## config.mk

```make
export PLATFORM = sky130hd
export DESIGN_NAME = idx_addr_seq
export DESIGN_NICKNAME = d
export VERILOG_FILES = /design/src/rtl/idx_seq_pkg.sv /design/src/rtl/idx_addr_add.sv /design/src/rtl/idx_seq_fsm.sv /design/src/rtl/idx_addr_seq.sv
export SDC_FILE = /design/constraint.sdc
export NUM_CORES = 1
export LEC_CHECK = 0
export CORE_MARGIN = 4
export CORE_UTILIZATION = 57
export DETAILED_ROUTE_END_ITERATION = 7
export HOLD_SLACK_MARGIN = 0.06
export PLACE_DENSITY = 0.84
export SYNTH_ARGS = -nofsm -noshare
export SYNTH_HDL_FRONTEND = slang
export SYNTH_HIERARCHICAL = 1
export SYNTH_SLANG_ARGS = --single-unit
```

## constraint.sdc

```tcl
create_clock -name clk -period 5.15 [get_ports clk]
set_input_delay 0.515 -clock clk [delete_from_list [all_inputs] [get_ports clk]]
set_output_delay 0.515 -clock clk [all_outputs]
set_load 0.1 [all_outputs]
```

## src/rtl/idx_seq_pkg.sv

```systemverilog
package idx_seq_pkg;
  typedef enum logic [2:0] {
    S_IDLE = 3'd0,
    S_OPC  = 3'd1,
    S_LO   = 3'd2,
    S_HI   = 3'd3,
    S_RD4  = 3'd4,
    S_RD5  = 3'd5
  } seq_state_t;
endpackage

```

## src/rtl/idx_addr_add.sv

```systemverilog
// Low-byte index adder with carry-out, plus a high-byte incrementer.
module idx_addr_add #(
  parameter int DW = 8
) (
  input  logic [DW-1:0] lo,
  input  logic [DW-1:0] hi,
  input  logic [DW-1:0] ix,
  output logic [DW-1:0] sum_lo,
  output logic          carry,
  output logic [DW-1:0] hi_inc
);
  logic [DW:0] wide;

  always_comb begin
    wide   = {1'b0, lo} + {1'b0, ix};
    sum_lo = wide[DW-1:0];
    carry  = wide[DW];
    hi_inc = hi + {{(DW-1){1'b0}}, 1'b1};
  end
endmodule

```

## src/rtl/idx_seq_fsm.sv

```systemverilog
module idx_seq_fsm
  import idx_seq_pkg::*;
(
  input  logic       clk,
  input  logic       rst,
  input  logic       start,
  input  logic       fix_hi,
  output seq_state_t st
);
  seq_state_t st_nx;

  always_comb begin
    st_nx = st;
    unique case (st)
      S_IDLE:  if (start) st_nx = S_OPC;
      S_OPC:   st_nx = S_LO;
      S_LO:    st_nx = S_HI;
      S_HI:    st_nx = S_RD4;
      S_RD4:   st_nx = fix_hi ? S_RD5 : S_IDLE;
      S_RD5:   st_nx = S_IDLE;
      default: st_nx = S_IDLE;
    endcase
  end

  always_ff @(posedge clk) begin
    if (rst) st <= S_IDLE;
    else     st <= st_nx;
  end


  busy_start_chk: assert property (@(posedge clk) disable iff (rst)
    (st != S_IDLE) |=> (st != S_OPC));
endmodule

```

## src/rtl/idx_addr_seq.sv

```systemverilog
module idx_addr_seq
  import idx_seq_pkg::*;
#(
  parameter int DW = 8,
  parameter int CW = 3
) (
  input  logic              clk,
  input  logic              rst,
  input  logic              start,
  input  logic              zp_mode,
  input  logic [DW-1:0]     idx,
  input  logic [2*DW-1:0]   pc_in,
  input  logic [DW-1:0]     bus_rdata,
  output logic [2*DW-1:0]   bus_addr,
  output logic              bus_rd,
  output logic [2*DW-1:0]   pc_out,
  output logic              done,
  output logic [DW-1:0]     op_data,
  output logic [CW-1:0]     cyc_count
);
  localparam int AW = 2 * DW;
  localparam logic [AW-1:0] ONE = AW'(1);
  localparam logic [CW-1:0] CONE = CW'(1);

  seq_state_t    st;
  logic [AW-1:0] pc_q, addr_q;
  logic [DW-1:0] lo_q, hi_q, idx_q, data_q;
  logic          zp_q, carry_q, rd_q, done_q;
  logic [CW-1:0] cnt_q, cyc_q;

  logic [DW-1:0] sum_lo, hi_inc;
  logic          carry;

  idx_addr_add #(.DW(DW)) u_add (
    .lo     (lo_q),
    .hi     (hi_q),
    .ix     (idx_q),
    .sum_lo (sum_lo),
    .carry  (carry),
    .hi_inc (hi_inc)
  );

  idx_seq_fsm u_fsm (
    .clk    (clk),
    .rst    (rst),
    .start  (start),
    .fix_hi (carry_q),
    .st     (st)
  );

  always_ff @(posedge clk) begin
    if (rst) begin
      pc_q    <= '0;
      addr_q  <= '0;
      lo_q    <= '0;
      hi_q    <= '0;
      idx_q   <= '0;
      zp_q    <= 1'b0;
      carry_q <= 1'b0;
      rd_q    <= 1'b0;
      done_q  <= 1'b0;
      data_q  <= '0;
      cnt_q   <= '0;
      cyc_q   <= '0;
    end else begin
      done_q <= 1'b0;
      if (st != S_IDLE) cnt_q <= cnt_q + CONE;
      unique case (st)
        S_IDLE: if (start) begin
          pc_q    <= pc_in;
          addr_q  <= pc_in;
          idx_q   <= idx;
          zp_q    <= zp_mode;
          carry_q <= 1'b0;
          rd_q    <= 1'b1;
          cnt_q   <= CONE;
        end
        S_OPC: begin
          pc_q   <= pc_q + ONE;
          addr_q <= pc_q + ONE;
        end
        S_LO: begin
          lo_q <= bus_rdata;
          pc_q <= pc_q + ONE;
          if (zp_q) addr_q <= {{DW{1'b0}}, bus_rdata};
          else      addr_q <= pc_q + ONE;
        end
        S_HI: begin
          lo_q <= sum_lo;
          if (zp_q) begin
            hi_q    <= '0;
            carry_q <= 1'b0;
            addr_q  <= {{DW{1'b0}}, sum_lo};
          end else begin
            hi_q    <= bus_rdata;
            carry_q <= carry;
            pc_q    <= pc_q + ONE;
            addr_q  <= {bus_rdata, sum_lo};
          end
        end
        S_RD4: begin
          if (carry_q) begin
            hi_q   <= hi_inc;
            addr_q <= {hi_inc, lo_q};
          end else begin
            rd_q   <= 1'b0;
            done_q <= 1'b1;
            data_q <= bus_rdata;
            cyc_q  <= cnt_q;
          end
        end
        S_RD5: begin
          rd_q   <= 1'b0;
          done_q <= 1'b1;
          data_q <= bus_rdata;
          cyc_q  <= cnt_q;
        end
        default: ;
      endcase
    end
  end

  assign bus_addr  = addr_q;
  assign bus_rd    = rd_q;
  assign pc_out    = pc_q;
  assign done      = done_q;
  assign op_data   = data_q;
  assign cyc_count = cyc_q;


  done_pulse_chk: assert property (@(posedge clk) disable iff (rst)
    done |=> !done);


  rd_off_at_done_chk: assert property (@(posedge clk) disable iff (rst)
    done |-> !bus_rd);


  fix_addr_chk: assert property (@(posedge clk) disable iff (rst)
    (st == S_RD5) |-> (bus_addr[AW-1:DW] == $past(bus_addr[AW-1:DW]) + 8'd1
                       && bus_addr[DW-1:0] == $past(bus_addr[DW-1:0])));


  zp_page_chk: assert property (@(posedge clk) disable iff (rst)
    (st == S_RD4 && zp_q) |-> (bus_addr[AW-1:DW] == '0));


  count_range_chk: assert property (@(posedge clk) disable iff (rst)
    done |-> (cyc_count == 3'd4 || cyc_count == 3'd5));
endmodule

```

# Word level (Yosys, flattened, before mapping)
# Index checks and enable logic that the tools add are counted.
classes:
  n_addsub: 4
  eq_ne: 9
  n_mux: 29
  n_reduce_logical: 17
ops:
  columns: ["operator", "n"]
  rows:
  - ["16-bit 2-to-1 mux", 5]
  - ["16-bit one-hot mux with 5 select lines", 1]
  - ["16-bit one-hot mux with 3 select lines", 1]
  - ["8-bit one-hot mux with 2 select lines", 3]
  - ["8-bit 2-to-1 mux", 3]
  - ["3-bit 2-to-1 mux", 6]
  - ["16-bit by 1-bit adder with 16-bit output (second input constant)", 1]
  - ["3-bit one-hot mux with 5 select lines", 1]
  - ["8-bit by 8-bit adder with 9-bit output", 1]
  - ["3-bit AND reduction", 3]
  - ["3-bit nonzero test", 3]
  - ["8-bit by 1-bit adder with 8-bit output (second input constant)", 1]
  - ["2-bit != test (second input constant)", 4]
  - ["2-bit AND reduction", 4]
  - ["2-bit nonzero test", 4]
  - ["3-bit by 2-bit == test with 1-bit output (second input constant)", 2]
  - ["3-bit == test (second input constant)", 2]
  - ["3-bit one-hot mux with 2 select lines", 1]
  - ["1-bit 2-to-1 mux", 5]
  - ["5-bit nonzero test", 1]
  - ["1-bit one-hot mux with 2 select lines", 2]
  - ["3-bit by 1-bit adder with 3-bit output (second input constant)", 1]
  - ["3-bit by 1-bit == test with 1-bit output (second input constant)", 1]
  - ["3-bit logical NOT", 1]
  - ["2 further kinds", 2]
word_totals:
  regBits: 77
  inputBits: 36
  wordCells: 72

# Longest topological paths before layout
# Gate-level depths: netlist of the first run.
logic_depth:
  ltp_word: 4
  mapped_depth: 10
  depth_no_buf: 10

# Modules after synthesis
# The synthesis of the first run kept the hierarchy.
by_module_without_submodules:
  columns: ["mod", "n_inst", "cells_each", "area_per_inst_um2"]
  rows:
  - ["idx_addr_seq", 1, 511, 4095.2]
  - ["idx_addr_add", 1, 57, 429.2]
  - ["idx_seq_fsm", 1, 11, 125.1]

# Least setup slack after synthesis of the first run
# Ideal clock, no wire load.
synth_path:
  path_kind: "register to register"
  start: "register pc_q[0] (netlist: pc_out[0])"
  end: "register addr_q[12] (netlist: bus_addr[12])"
  setup_time_ns: 0.130
  arrival_ns: 2.666
  setup_slack_ns: 2.354
  stages_incl_launch_ff: 7
  path_cell_list: "dfxtp_1 ha_1 nand3_4 or4_4 xnor2_1 a211oi_1 nor3_2"
synth_between:
  elab_chain_cells: 3
synth_lines:
  columns: ["item", "line_no", "rtl"]
  rows:
  - ["start: declaration", "idx_addr_seq.sv:26", "logic [AW-1:0] pc_q, addr_q;"]
  - ["start signal: assignment", "idx_addr_seq.sv:70", "pc_q <= pc_in;"]
  - ["start signal: assignment", "idx_addr_seq.sv:79", "pc_q <= pc_q + ONE;"]
  - ["start signal: assignment", "idx_addr_seq.sv:84", "pc_q <= pc_q + ONE;"]
  - ["16-bit by 1-bit adder with 16-bit output (*)", "idx_addr_seq.sv:80, idx_addr_seq.sv:86", null]
  - ["16-bit 2-to-1 mux", "idx_addr_seq.sv:85", "if (zp_q) addr_q <= {{DW{1'b0}}, bus_rdata};"]
  - ["16-bit one-hot mux with 5 select lines (*)", "idx_addr_seq.sv:68", "unique case (st)"]
  - ["end signal: assignment", "idx_addr_seq.sv:80", "addr_q <= pc_q + ONE;"]
  - ["end signal: assignment", "idx_addr_seq.sv:85", null]
  - ["end signal: assignment", "idx_addr_seq.sv:86", "else addr_q <= pc_q + ONE;"]
  - ["end: declaration", "idx_addr_seq.sv:26", null]
# Every way passes the cells marked *; elsewhere a longest branch is shown, timed or not.
# A chain may end at the register's enable or synchronous reset.

# Final worst setup path of the first run
layout_path:
  start: "register pc_q[0] (netlist: pc_out[0])"
  end: "output pc_out[0]"
layout_lines:
  columns: ["item", "line_no", "rtl"]
  rows:
  - ["end: declaration", "idx_addr_seq.sv:16", "output logic [2*DW-1:0] pc_out,"]
# No word-level cell between the ends.

==> results of run 1 <==
[power breakdown]
group	leakage [nW]	switching [mW]	internal (mW)
clock	0.109	0.267	0.238
sequential	0.631	0.0712	0.653
combinational	1.32	0.547	0.240
total	2.06	0.886	1.13
[worst max-delay path by stage]
stage,from,to,slack [ns],depth (start not counted)
after floorplan,pc_out[0],bus_addr[12],2.35,6
after global placement,pc_out[0],bus_addr[12],2.79,6
after detailed placement,start,bus_addr[15],2.72,6
after CTS,pc_out[0],pc_out[0],2.50,1
after global routing,pc_out[0],pc_out[0],2.46,1
final,pc_out[0],pc_out[0],2.47,1
[per-layer routing]
layer  up-vias  GRT usage [%]  routed length [um]  share of wire (%)
li1       2232              -                   -                  -
met1      2247           40.8                6050                 42
met2       276           45.9                6630                 46
met3        51           4.71                1270                8.8
met4         0           12.9                 487                3.4
met5         -              0                   0                  0
[logic make-up (layout without fill, tap and decap cells)]
logic type / count (synthesis) / after routing / share of synthesized area, %
adder cells (fa/ha/maj): 12 / 12 / 3.39
multiplexers: 20 / 20 / 4.31
flip-flops: 77 / 77 / 33.2
AO/OA/AOI/OAI: 163 / 163 / 24.8
AND/OR/NAND/NOR: 235 / 235 / 25.4
XOR/XNOR: 24 / 24 / 4.52
buffers and inverters: 48 / 112 / 4.41
[registers in the layout, indices dropped and copies added (netlist names)]
signal     flops
idx_q          8
bus_addr      16
cnt_q          3
carry_q        1
hi_q           8
op_data        8
bus_rd         1
zp_q           1
lo_q           8
u_fsm/st       3
cyc_count      3
done           1
pc_out        16
[worst register-to-register path: stages, from the launching register on]
cell      delay [ns]
dfxtp_1         0.34
ha_1            0.24
fa_1            0.40
a21oi_1         0.23
o21bai_1        0.11
xor2_1          0.17
a221oi_1        0.27
a31oi_1         0.09
a221oi_1        0.34
a211oi_1        0.13
[cell usage after synthesis, types with 3 or more instances]
cell type | instances | area [um^2]
nand2_1 | 79 | 297
nor2_1 | 73 | 274
a31oi_1 | 8 | 50.1
nand3_1 | 10 | 50.1
o22ai_1 | 3 | 18.8
ha_1 | 11 | 138
clkbuf_1 | 24 | 90.1
o32ai_1 | 4 | 35.0
xor2_1 | 7 | 61.3
o21ai_0 | 9 | 45.0
and2_1 | 4 | 25.0
a21o_1 | 6 | 45.0
nor3_2 | 3 | 30.0
inv_1 | 8 | 30.0
a311oi_1 | 11 | 96.3
o31ai_1 | 4 | 30.0
a22o_1 | 8 | 70.1
nor2b_1 | 8 | 50.1
a21oi_1 | 38 | 190
nor3_1 | 14 | 70.1
or3_1 | 3 | 18.8
nor3b_1 | 4 | 30.0
buf_2 | 14 | 70.1
xnor2_1 | 17 | 149
dfxtp_1 | 77 | 1540
nand3b_1 | 10 | 75.1
o21ai_1 | 12 | 60.1
a22oi_1 | 10 | 75.1
mux2i_1 | 20 | 200
a211oi_1 | 16 | 120
a221oi_1 | 13 | 114
[layout make-up]
type                    count  share of cell area [%]
clock buffers               9                    2.19
clock inverters             7                    1.55
inverters                   9                   0.596
multi-input cells         454                    51.2
flip-flops and latches     77                    27.2
well taps                 102                    2.25
repair buffers             87                    15.0
[through the flow]
step / utilization (%) / hold WS, ns / std cells / setup slack [ns]
3_5_place_dp: 69.5 / 0.461 / 729 / 2.72
5_1_grt: 72.2 / 0.499 / 745 / 2.46
6_report: 72.2 / 0.470 / 745 / 2.47
4_1_cts: 72.2 / 0.475 / 745 / 2.50
3_3_place_gp: 69.5 / 0.456 / 729 / 2.79
2_1_floorplan: - / 0.440 / 579 / 2.35
==> impl_metrics.env, run 1 <==
export IMPL_htreeDepth=3
export IMPL_ios=81
export IMPL_cts_resized=0
export IMPL_path_class="flip-flop to output pin"
export IMPL_grt_pass1_wl_um=23400
export IMPL_cp_top_family="buffers and inverters"
export IMPL_clockRootBuffer="clkbuf_8"
export IMPL_dieWidth_um=98.3
export IMPL_reg2reg_from="lo_q[0]"
export IMPL_placementRows=32
export IMPL_hpwlAfterDp_um=10300
export IMPL_gr_total_overflow=0
export IMPL_drt_pass1_iter_count=6
export IMPL_hp_start="idx_q[3]"
export IMPL_crit_buf_inv=1
export IMPL_crit_fanout=7
export IMPL_clock_latency_ns=0.36
export IMPL_synth_edf_count=0
export IMPL_max_cap_viol_count=0
export IMPL_cp_arrival_ns=2.16
export IMPL_hold_path_endpoint="idx_q[3]"
export IMPL_vias_per_cell=6.45
export IMPL_hold_violations=0
export IMPL_core_um2=7850
export IMPL_vias=4806
export IMPL_area_growth_pct=21.9
export IMPL_die_h_um=98.3
export IMPL_cts_buffers=9
export IMPL_grt_setup_unrepaired="false"
export IMPL_p_per_area_nw_per_um2=356
export IMPL_fin_crit_ns=2.68
export IMPL_clk_path_buf_depth=2
export IMPL_post_drt_wl_per_cell_um=19.4
export IMPL_cts_tree="done"
export IMPL_path_cells="clkdlybuf4s50_1"
export IMPL_maxSlewHeadroom_pct=26.0
export IMPL_outcome="finished, final reports clean"
export IMPL_grt_max_degree=44
export IMPL_postLayoutCellArea_um2=5670
export IMPL_cp_end_kind="output pin"
export IMPL_nNetsFinal=686
export IMPL_drv_slew=0
export IMPL_hold_path_class="flip-flop to flip-flop"
export IMPL_post_dp_cell_area_um2=5450
export IMPL_ir_worst_vdd_v=0.000229
export IMPL_drcViolationCount=0
export IMPL_async_reset_ff_share_pct=0
export IMPL_ys_types=68
export IMPL_r2r_slack_ns=2.69
export IMPL_grt_pass1_vias=4595
export IMPL_final_seq_area_um2=1540
export IMPL_path_clk_slew_ns=0.10
export IMPL_synth_ff_type="dfxtp_1"
export IMPL_totalWireLength_um=14400
export IMPL_initial_core_util_pct=59.2
export IMPL_hold_depth=2
export IMPL_worst_setup_path_start_kind="flip-flop"
export IMPL_cp_required_ns=4.64
export IMPL_cp_slowest_cell="clkdlybuf4s50_1"
export IMPL_finalCritPeriodShare_pct=51.9
export IMPL_ys_seq_area_share_pct=33.2
export IMPL_routabilityCongestion=0.964
export IMPL_drt_iter0_markers=558
export IMPL_postSynthAreaPerCell_um2=8.03
export IMPL_p_leak_nw=2.06
export IMPL_synth_fp_nets=627
export IMPL_synth_seq_cells=77
export IMPL_syn_area_um2=4650
export IMPL_port_buffers=80
export IMPL_multiInputGateArea_um2=2900
export IMPL_die_area_um2=9670
export IMPL_num_antenna_cells=0
export IMPL_num_fill_cells=667
export IMPL_ys_warn_count=6
export IMPL_tightest_slew_ns=1.10
export IMPL_drtAntennaViolNets=0
export IMPL_drive_gt1_share_pct=6.84
export IMPL_mostFrequentLayoutCells="nand2_1, clkdlybuf4s50_1, dfxtp_1"
export IMPL_syn_inst=579
export IMPL_antenna_found_initial=0
export IMPL_final_setup_viol_count=0
export IMPL_hold_buffers=0
export IMPL_fin_setup_tns_ns=0
export IMPL_slowest_delay_ns=1.22
export IMPL_clkSinkCount=77
export IMPL_postCtsSetupRepairBufs=0
export IMPL_track_usage_pct=29.7
export IMPL_fin_skew_ns=0.0133
export IMPL_timing_rr_end="bus_addr[4]"
export IMPL_fmax_mhz=374
export IMPL_total_power_mw=2.02
export IMPL_reg2reg_depth=9
No activity file was read; power rests on OpenSTA's default activity.
==> run 2: changes to the inputs <==
--- a/config.mk
+++ b/config.mk
@@ -6,10 +6,10 @@
 export NUM_CORES = 1
 export LEC_CHECK = 0
 export CORE_MARGIN = 4
-export CORE_UTILIZATION = 57
+export CORE_UTILIZATION = 48
 export DETAILED_ROUTE_END_ITERATION = 7
 export HOLD_SLACK_MARGIN = 0.06
-export PLACE_DENSITY = 0.84
+export PLACE_DENSITY = 0.75
 export SYNTH_ARGS = -nofsm -noshare
 export SYNTH_HDL_FRONTEND = slang
 export SYNTH_HIERARCHICAL = 1
==> constraint.sdc (replaced) <==
create_clock -name clk -period 2.3 [get_ports clk]
set_input_delay 0.23 -clock clk [delete_from_list [all_inputs] [get_ports clk]]
set_output_delay 0.23 -clock clk [all_outputs]
set_load 0.1 [all_outputs]
==> run 2 against run 1 <==
  * Cell count rose by 6.3%
  * Sequential power increased by 120%
  * Global-route usage is 2.4 points lower
  * Utilization fell by 9.2 points
  * Clock skew is essentially flat
  * Critical endpoint is now bus_addr[5]
  * Largest cell class unchanged
==> impl_metrics.env, run 2 (synthesis gave the netlist of run 1 again) <==
export IMPL_grt_pass1_vias=4604
export IMPL_post_drt_wl_per_cell_um=19.7
export IMPL_p_per_area_nw_per_um2=814
export IMPL_tightest_slew_ns=0.631
export IMPL_htreeDepth=3
export IMPL_ios=81
export IMPL_p_clk_share_pct=28.2
export IMPL_worst_setup_path_start_kind="flip-flop"
export IMPL_reg2reg_from="lo_q[5]"
export IMPL_outcome="finished, final reports clean"
export IMPL_num_antenna_cells=0
export IMPL_p_int_mw=2.85
export IMPL_vias=4882
export IMPL_drt_pass1_iter_count=5
export IMPL_r2r_slack_ns=0.12
export IMPL_hold_depth=2
export IMPL_p_leak_nw=2.27
export IMPL_clkSinkCount=77
export IMPL_dieWidth_um=106
export IMPL_hpwlAfterDp_um=11400
export IMPL_cp_required_ns=2.52
export IMPL_die_h_um=106
export IMPL_cts_buffers=9
export IMPL_antenna_found_initial=0
export IMPL_drive_gt1_share_pct=19.3
export IMPL_postCtsSetupRepairBufs=0
export IMPL_fin_crit_ns=2.18
export IMPL_sw_frac_of_total_pct=40.5
export IMPL_mostFrequentLayoutCells="nand2_1, nor2_1, buf_4"
export IMPL_hold_path_class="input port to flip-flop"
export IMPL_port_buffers=80
export IMPL_drt_iter0_markers=429
export IMPL_cts_tree="done"
export IMPL_postLayoutCellArea_um2=5870
export IMPL_drtAntennaViolNets=0
export IMPL_crit_fanout=5
export IMPL_combPwrFrac_pct=37.8
export IMPL_fin_skew_ns=0.0137
export IMPL_post_dp_cell_area_um2=5580
export IMPL_hold_violations=0
export IMPL_gr_total_overflow=0
export IMPL_total_power_mw=4.78
export IMPL_drv_slew=0
export IMPL_routabilityCongestion=0.926
export IMPL_core_um2=9330
export IMPL_final_setup_viol_count=0
export IMPL_power_switching_mw=1.94
export IMPL_nNetsFinal=707
export IMPL_holdWs_ns=0.368
export IMPL_hp_start="rst"
export IMPL_maxSlewHeadroom_pct=57.8
export IMPL_final_common_cell="nand2_1"
export IMPL_timing_rr_end="bus_addr[5]"
export IMPL_hold_path_endpoint="bus_addr[12]"
export IMPL_grt_setup_unrepaired="true"
export IMPL_ir_worst_vdd_v=0.000394
export IMPL_area_growth_pct=26.3
export IMPL_grt_max_degree=49
export IMPL_clk_path_buf_depth=2
export IMPL_pre_cts_ws_ns=0.0266
export IMPL_totalWireLength_um=15600
export IMPL_cts_resized=0
export IMPL_finalCritPeriodShare_pct=94.6
export IMPL_setup_ws_ns=0.125
export IMPL_fmax_mhz=460
export IMPL_clockRootBuffer="clkbuf_8"
export IMPL_hold_buffers=0
export IMPL_p_seq_share_pct=34.0
export IMPL_grt_pass1_wl_um=24400
export IMPL_die_area_um2=11300
export IMPL_cp_end_kind="flip-flop"
export IMPL_clock_latency_ns=0.36
export IMPL_path_clk_slew_ns=0.09
export IMPL_cp_arrival_ns=2.39
export IMPL_max_cap_viol_count=0
export IMPL_placementRows=35
export IMPL_drcViolationCount=0
export IMPL_vias_per_cell=6.16
export IMPL_track_usage_pct=27.2
export IMPL_reg2reg_depth=8
export IMPL_path_class="flip-flop to flip-flop"
export IMPL_initial_core_util_pct=49.8
[run 2: power by group through the flow]
stage               Combinational (mW)  Sequential (mW)  Clock (mW)
finish                            1.81             1.62        1.35
global route                      1.91             1.64        1.42
CTS                               1.77             1.62        1.36
detailed placement                1.77             1.65           0
global placement                  1.75             1.64           0
floorplan                        0.730             2.20           0
[run 2: final cells by class]
cell class	count	area, um^2
fill	814	3450
multi-input combinational	454	2950
sequential	77	1560
timing repair buffer	108	918
tap	129	161
clock buffer	10	128
clock inverter	5	125
inverter	9	33.8
[run 2: worst max-delay path, stage by stage (launching register included)]
cell      delay (ns)
dfxtp_1         0.33
ha_2            0.37
inv_2           0.06
a311o_1         0.34
a311o_1         0.31
a221oi_2        0.24
a31oi_1         0.06
a221oi_1        0.21
a211oi_1        0.11
[run 2: worst max-delay path by stage]
stage / cells after the start / slack [ns] / start / end
floorplan: 5 / 0.02 / pc_out[11] / bus_addr[12]
global placement: 10 / 0.04 / lo_q[0] / bus_addr[6]
detailed placement: 10 / 0.03 / lo_q[0] / bus_addr[6]
CTS: 10 / 0.01 / lo_q[0] / bus_addr[6]
global route: 9 / -0.001 / lo_q[4] / bus_addr[7]
finish: 8 / 0.12 / lo_q[5] / bus_addr[5]
[run 2: per-stage QoR]
stage | utilization (%) | instances | setup TNS, ns
global route | 63.0 | 792 | -0.000979
floorplan | - | 579 | 0
CTS | 62.5 | 792 | 0
global placement | 59.8 | 777 | 0
detailed placement | 59.8 | 777 | 0
finish | 63.0 | 792 | 0
[run 2: layer usage]
metal  part of all wire [%]  GRT usage (%)  vias to the layer above
met5                      0              0                        -
met4                    2.0           8.68                        0
met3                     11           6.50                       33
met2                     45           41.2                      284
met1                     41           38.3                     2283
li1                       -              -                     2282
==> run 3: changes to the inputs <==
==> constraint.sdc (replaced) <==
create_clock -name clk -period 2.3 [get_ports clk]
set_input_delay 0.23 -clock clk [delete_from_list [all_inputs] [get_ports clk]]
set_output_delay 0.23 -clock clk [all_outputs]
set_load 0.005 [all_outputs]
==> run 3 against run 2 <==
  * Maximum frequency fell by 0.94%
  * Utilization is 1.4 points higher
  * Sequential power about the same
  * Register-to-register slack worse by 0.02 ns
  * Die area stayed put
  * Worst setup slack worse by 0.021 ns
  * Clock skew down 0.0057 ns
  * Critical endpoint is now bus_addr[7]
  * Highest routed layer is now met5
==> impl_metrics.env, run 3 (synthesis gave the netlist of run 1 again) <==
export IMPL_maxSlewHeadroom_pct=53.5
export IMPL_clk_path_buf_depth=2
export IMPL_path_class="flip-flop to flip-flop"
export IMPL_gr_total_overflow=0
export IMPL_pre_cts_ws_ns=-0.0000879
export IMPL_postCtsSetupRepairBufs=0
export IMPL_p_leak_nw=2.21
export IMPL_combPwrFrac_pct=32.8
export IMPL_final_core_util_pct=64.3
export IMPL_drt_iter0_markers=444
export IMPL_p_clk_share_pct=27.1
export IMPL_max_cap_viol_count=0
export IMPL_clock_latency_ns=0.36
export IMPL_fin_cells=801
export IMPL_p_per_area_nw_per_um2=667
export IMPL_cp_end_kind="flip-flop"
export IMPL_ios=81
export IMPL_drv_slew=0
export IMPL_clockRootBuffer="clkbuf_8"
export IMPL_crit_buf_inv=0
export IMPL_outcome="finished, final reports clean"
export IMPL_startpoint="lo_q[4]"
export IMPL_die_h_um=106
export IMPL_tightest_slew_ns=0.695
export IMPL_hold_violations=0
export IMPL_die_area_um2=11300
export IMPL_nNetsFinal=715
export IMPL_cts_tree="done"
export IMPL_grt_pass1_wl_um=25100
export IMPL_hp_start="rst"
export IMPL_timing_rr_end="bus_addr[7]"
export IMPL_clkSinkCount=77
export IMPL_htreeDepth=3
export IMPL_dp_cells=785
export IMPL_r2r_slack_ns=0.10
export IMPL_post_drt_wl_per_cell_um=19.5
export IMPL_mostFrequentLayoutCells="nand2_1, clkdlybuf4s50_1, dfxtp_1"
export IMPL_crit_fanout=6
export IMPL_crit_path_frequent_cell="a21o_1"
export IMPL_hpwlAfterDp_um=11600
export IMPL_antenna_found_initial=1
export IMPL_reg2reg_from="lo_q[4]"
export IMPL_setup_ws_ns=0.104
export IMPL_area_growth_pct=29.0
export IMPL_path_clk_slew_ns=0.09
export IMPL_post_dp_cell_area_um2=5720
export IMPL_multiInputGateArea_um2=2980
export IMPL_vias_per_cell=6.07
export IMPL_port_buffers=80
export IMPL_track_usage_pct=28.0
export IMPL_cp_required_ns=2.54
export IMPL_hold_buffers=0
export IMPL_cp_top_family="compound AO/OA/AOI/OAI gates"
export IMPL_num_fill_cells=833
export IMPL_vias=4859
export IMPL_sw_frac_of_total_pct=34.9
export IMPL_final_setup_viol_count=0
export IMPL_drtAntennaViolNets=0
export IMPL_hold_path_class="input port to flip-flop"
export IMPL_drive_gt1_share_pct=13.1
export IMPL_fin_crit_ns=2.20
export IMPL_p_int_mw=2.60
export IMPL_core_um2=9330
export IMPL_setup_worst_path_end="bus_addr[7]"
export IMPL_path_cells="ha_2 -> a21o_1 -> a21o_1 -> a221oi_1 -> nand2_1 -> a21oi_1 -> a32oi_1 -> a211oi_1 -> nor3_1"
export IMPL_p_seq_share_pct=40.1
export IMPL_totalWireLength_um=15600
export IMPL_worst_setup_path_start_kind="flip-flop"
export IMPL_power_switching_mw=1.40
export IMPL_ir_worst_vdd_v=0.000363
export IMPL_dieWidth_um=106
export IMPL_grt_pass1_vias=4736
export IMPL_reg2reg_depth=9
export IMPL_drt_pass1_iter_count=6
export IMPL_num_antenna_cells=0
export IMPL_cp_arrival_ns=2.44
export IMPL_initial_core_util_pct=49.8
export IMPL_final_seq_area_um2=1540
export IMPL_grt_max_degree=40
export IMPL_cts_buffers=9
export IMPL_drcViolationCount=0
export IMPL_fin_skew_ns=0.00802
export IMPL_routabilityCongestion=0.949
export IMPL_placementRows=35
export IMPL_fmax_mhz=455
export IMPL_slowest_delay_ns=0.37
export IMPL_postLayoutCellArea_um2=6000
export IMPL_crit_cells=9
export IMPL_cp_slowest_cell="dfxtp_1"
export IMPL_finalCritPeriodShare_pct=95.5
[run 3: cell count changes in the layout (fill, tap and decap cells not counted), sizes merged]
cell and change:
buf -37, bufinv -3, clkdlybuf4s50 +45, clkinv +1, clkinvlp +3
[run 3: power by group through the flow]
stage / Clock [mW] / Combinational [mW] / Sequential [mW]
after floorplan: 0 / 0.730 / 1.61
after global placement: 0 / 1.24 / 1.62
after detailed placement: 0 / 1.26 / 1.63
after CTS: 1.09 / 1.27 / 1.60
after global routing: 1.15 / 1.42 / 1.62
final: 1.08 / 1.31 / 1.60
[run 3: per-layer routing]
metal / wire, um / GRT usage [%]
met1: 6610 / 38.1
met4: 385 / 9.13
met2: 7280 / 43.8
met3: 1330 / 6.44
met5: 8 / 0
[run 3: how the worst min path moves through the flow]
stage,endpoint,slack [ns],cells after the start
2_1_floorplan,u_fsm/st[0],0.29,1
3_3_place_gp,idx_q[3],0.45,2
3_5_place_dp,idx_q[0],0.46,2
4_1_cts,carry_q,0.23,2
5_1_grt,carry_q,0.26,2
6_report,carry_q,0.24,2
[run 3: area by class of cell]
type,count,area share (%)
sequential,77,25.7
multi-input combinational,454,49.7
clock inverter,6,1.04
timing repair buffer,116,18.0
tap,129,2.69
inverter,9,0.563
clock buffer,10,2.29
[run 3: worst register-to-register path: cells and delay by family (launching register included)]
| kind | cells | cell delay, ns |
|---|---|---|
| AO/OA/AOI/OAI | 6 | 1.17 |
| flip-flops | 1 | 0.37 |
| adder cells (fa/ha/maj) | 1 | 0.32 |
| AND/OR/NAND/NOR | 2 | 0.22 |
[run 3: what timing repair did]
| action | 4_1_cts | 5_1_grt |
|---|---|---|
| setup endpoints to repair | 2 | 4 |
| endpoints found under the hold margin | 0 | 0 |
| pin swaps | 0 | 4 |
| resized for setup | 2 | 14 |
[run 3: stage by stage]
stage | hold WS (ns) | setup TNS (ns) | power (mW)
after detailed placement | 0.459 | -0.0000879 | 2.88
after global placement | 0.449 | 0 | 2.85
after CTS | 0.229 | -0.0166 | 3.95
after global routing | 0.257 | -0.0189 | 4.20
after floorplan | 0.295 | 0 | 2.34
final | 0.239 | 0 | 4.00
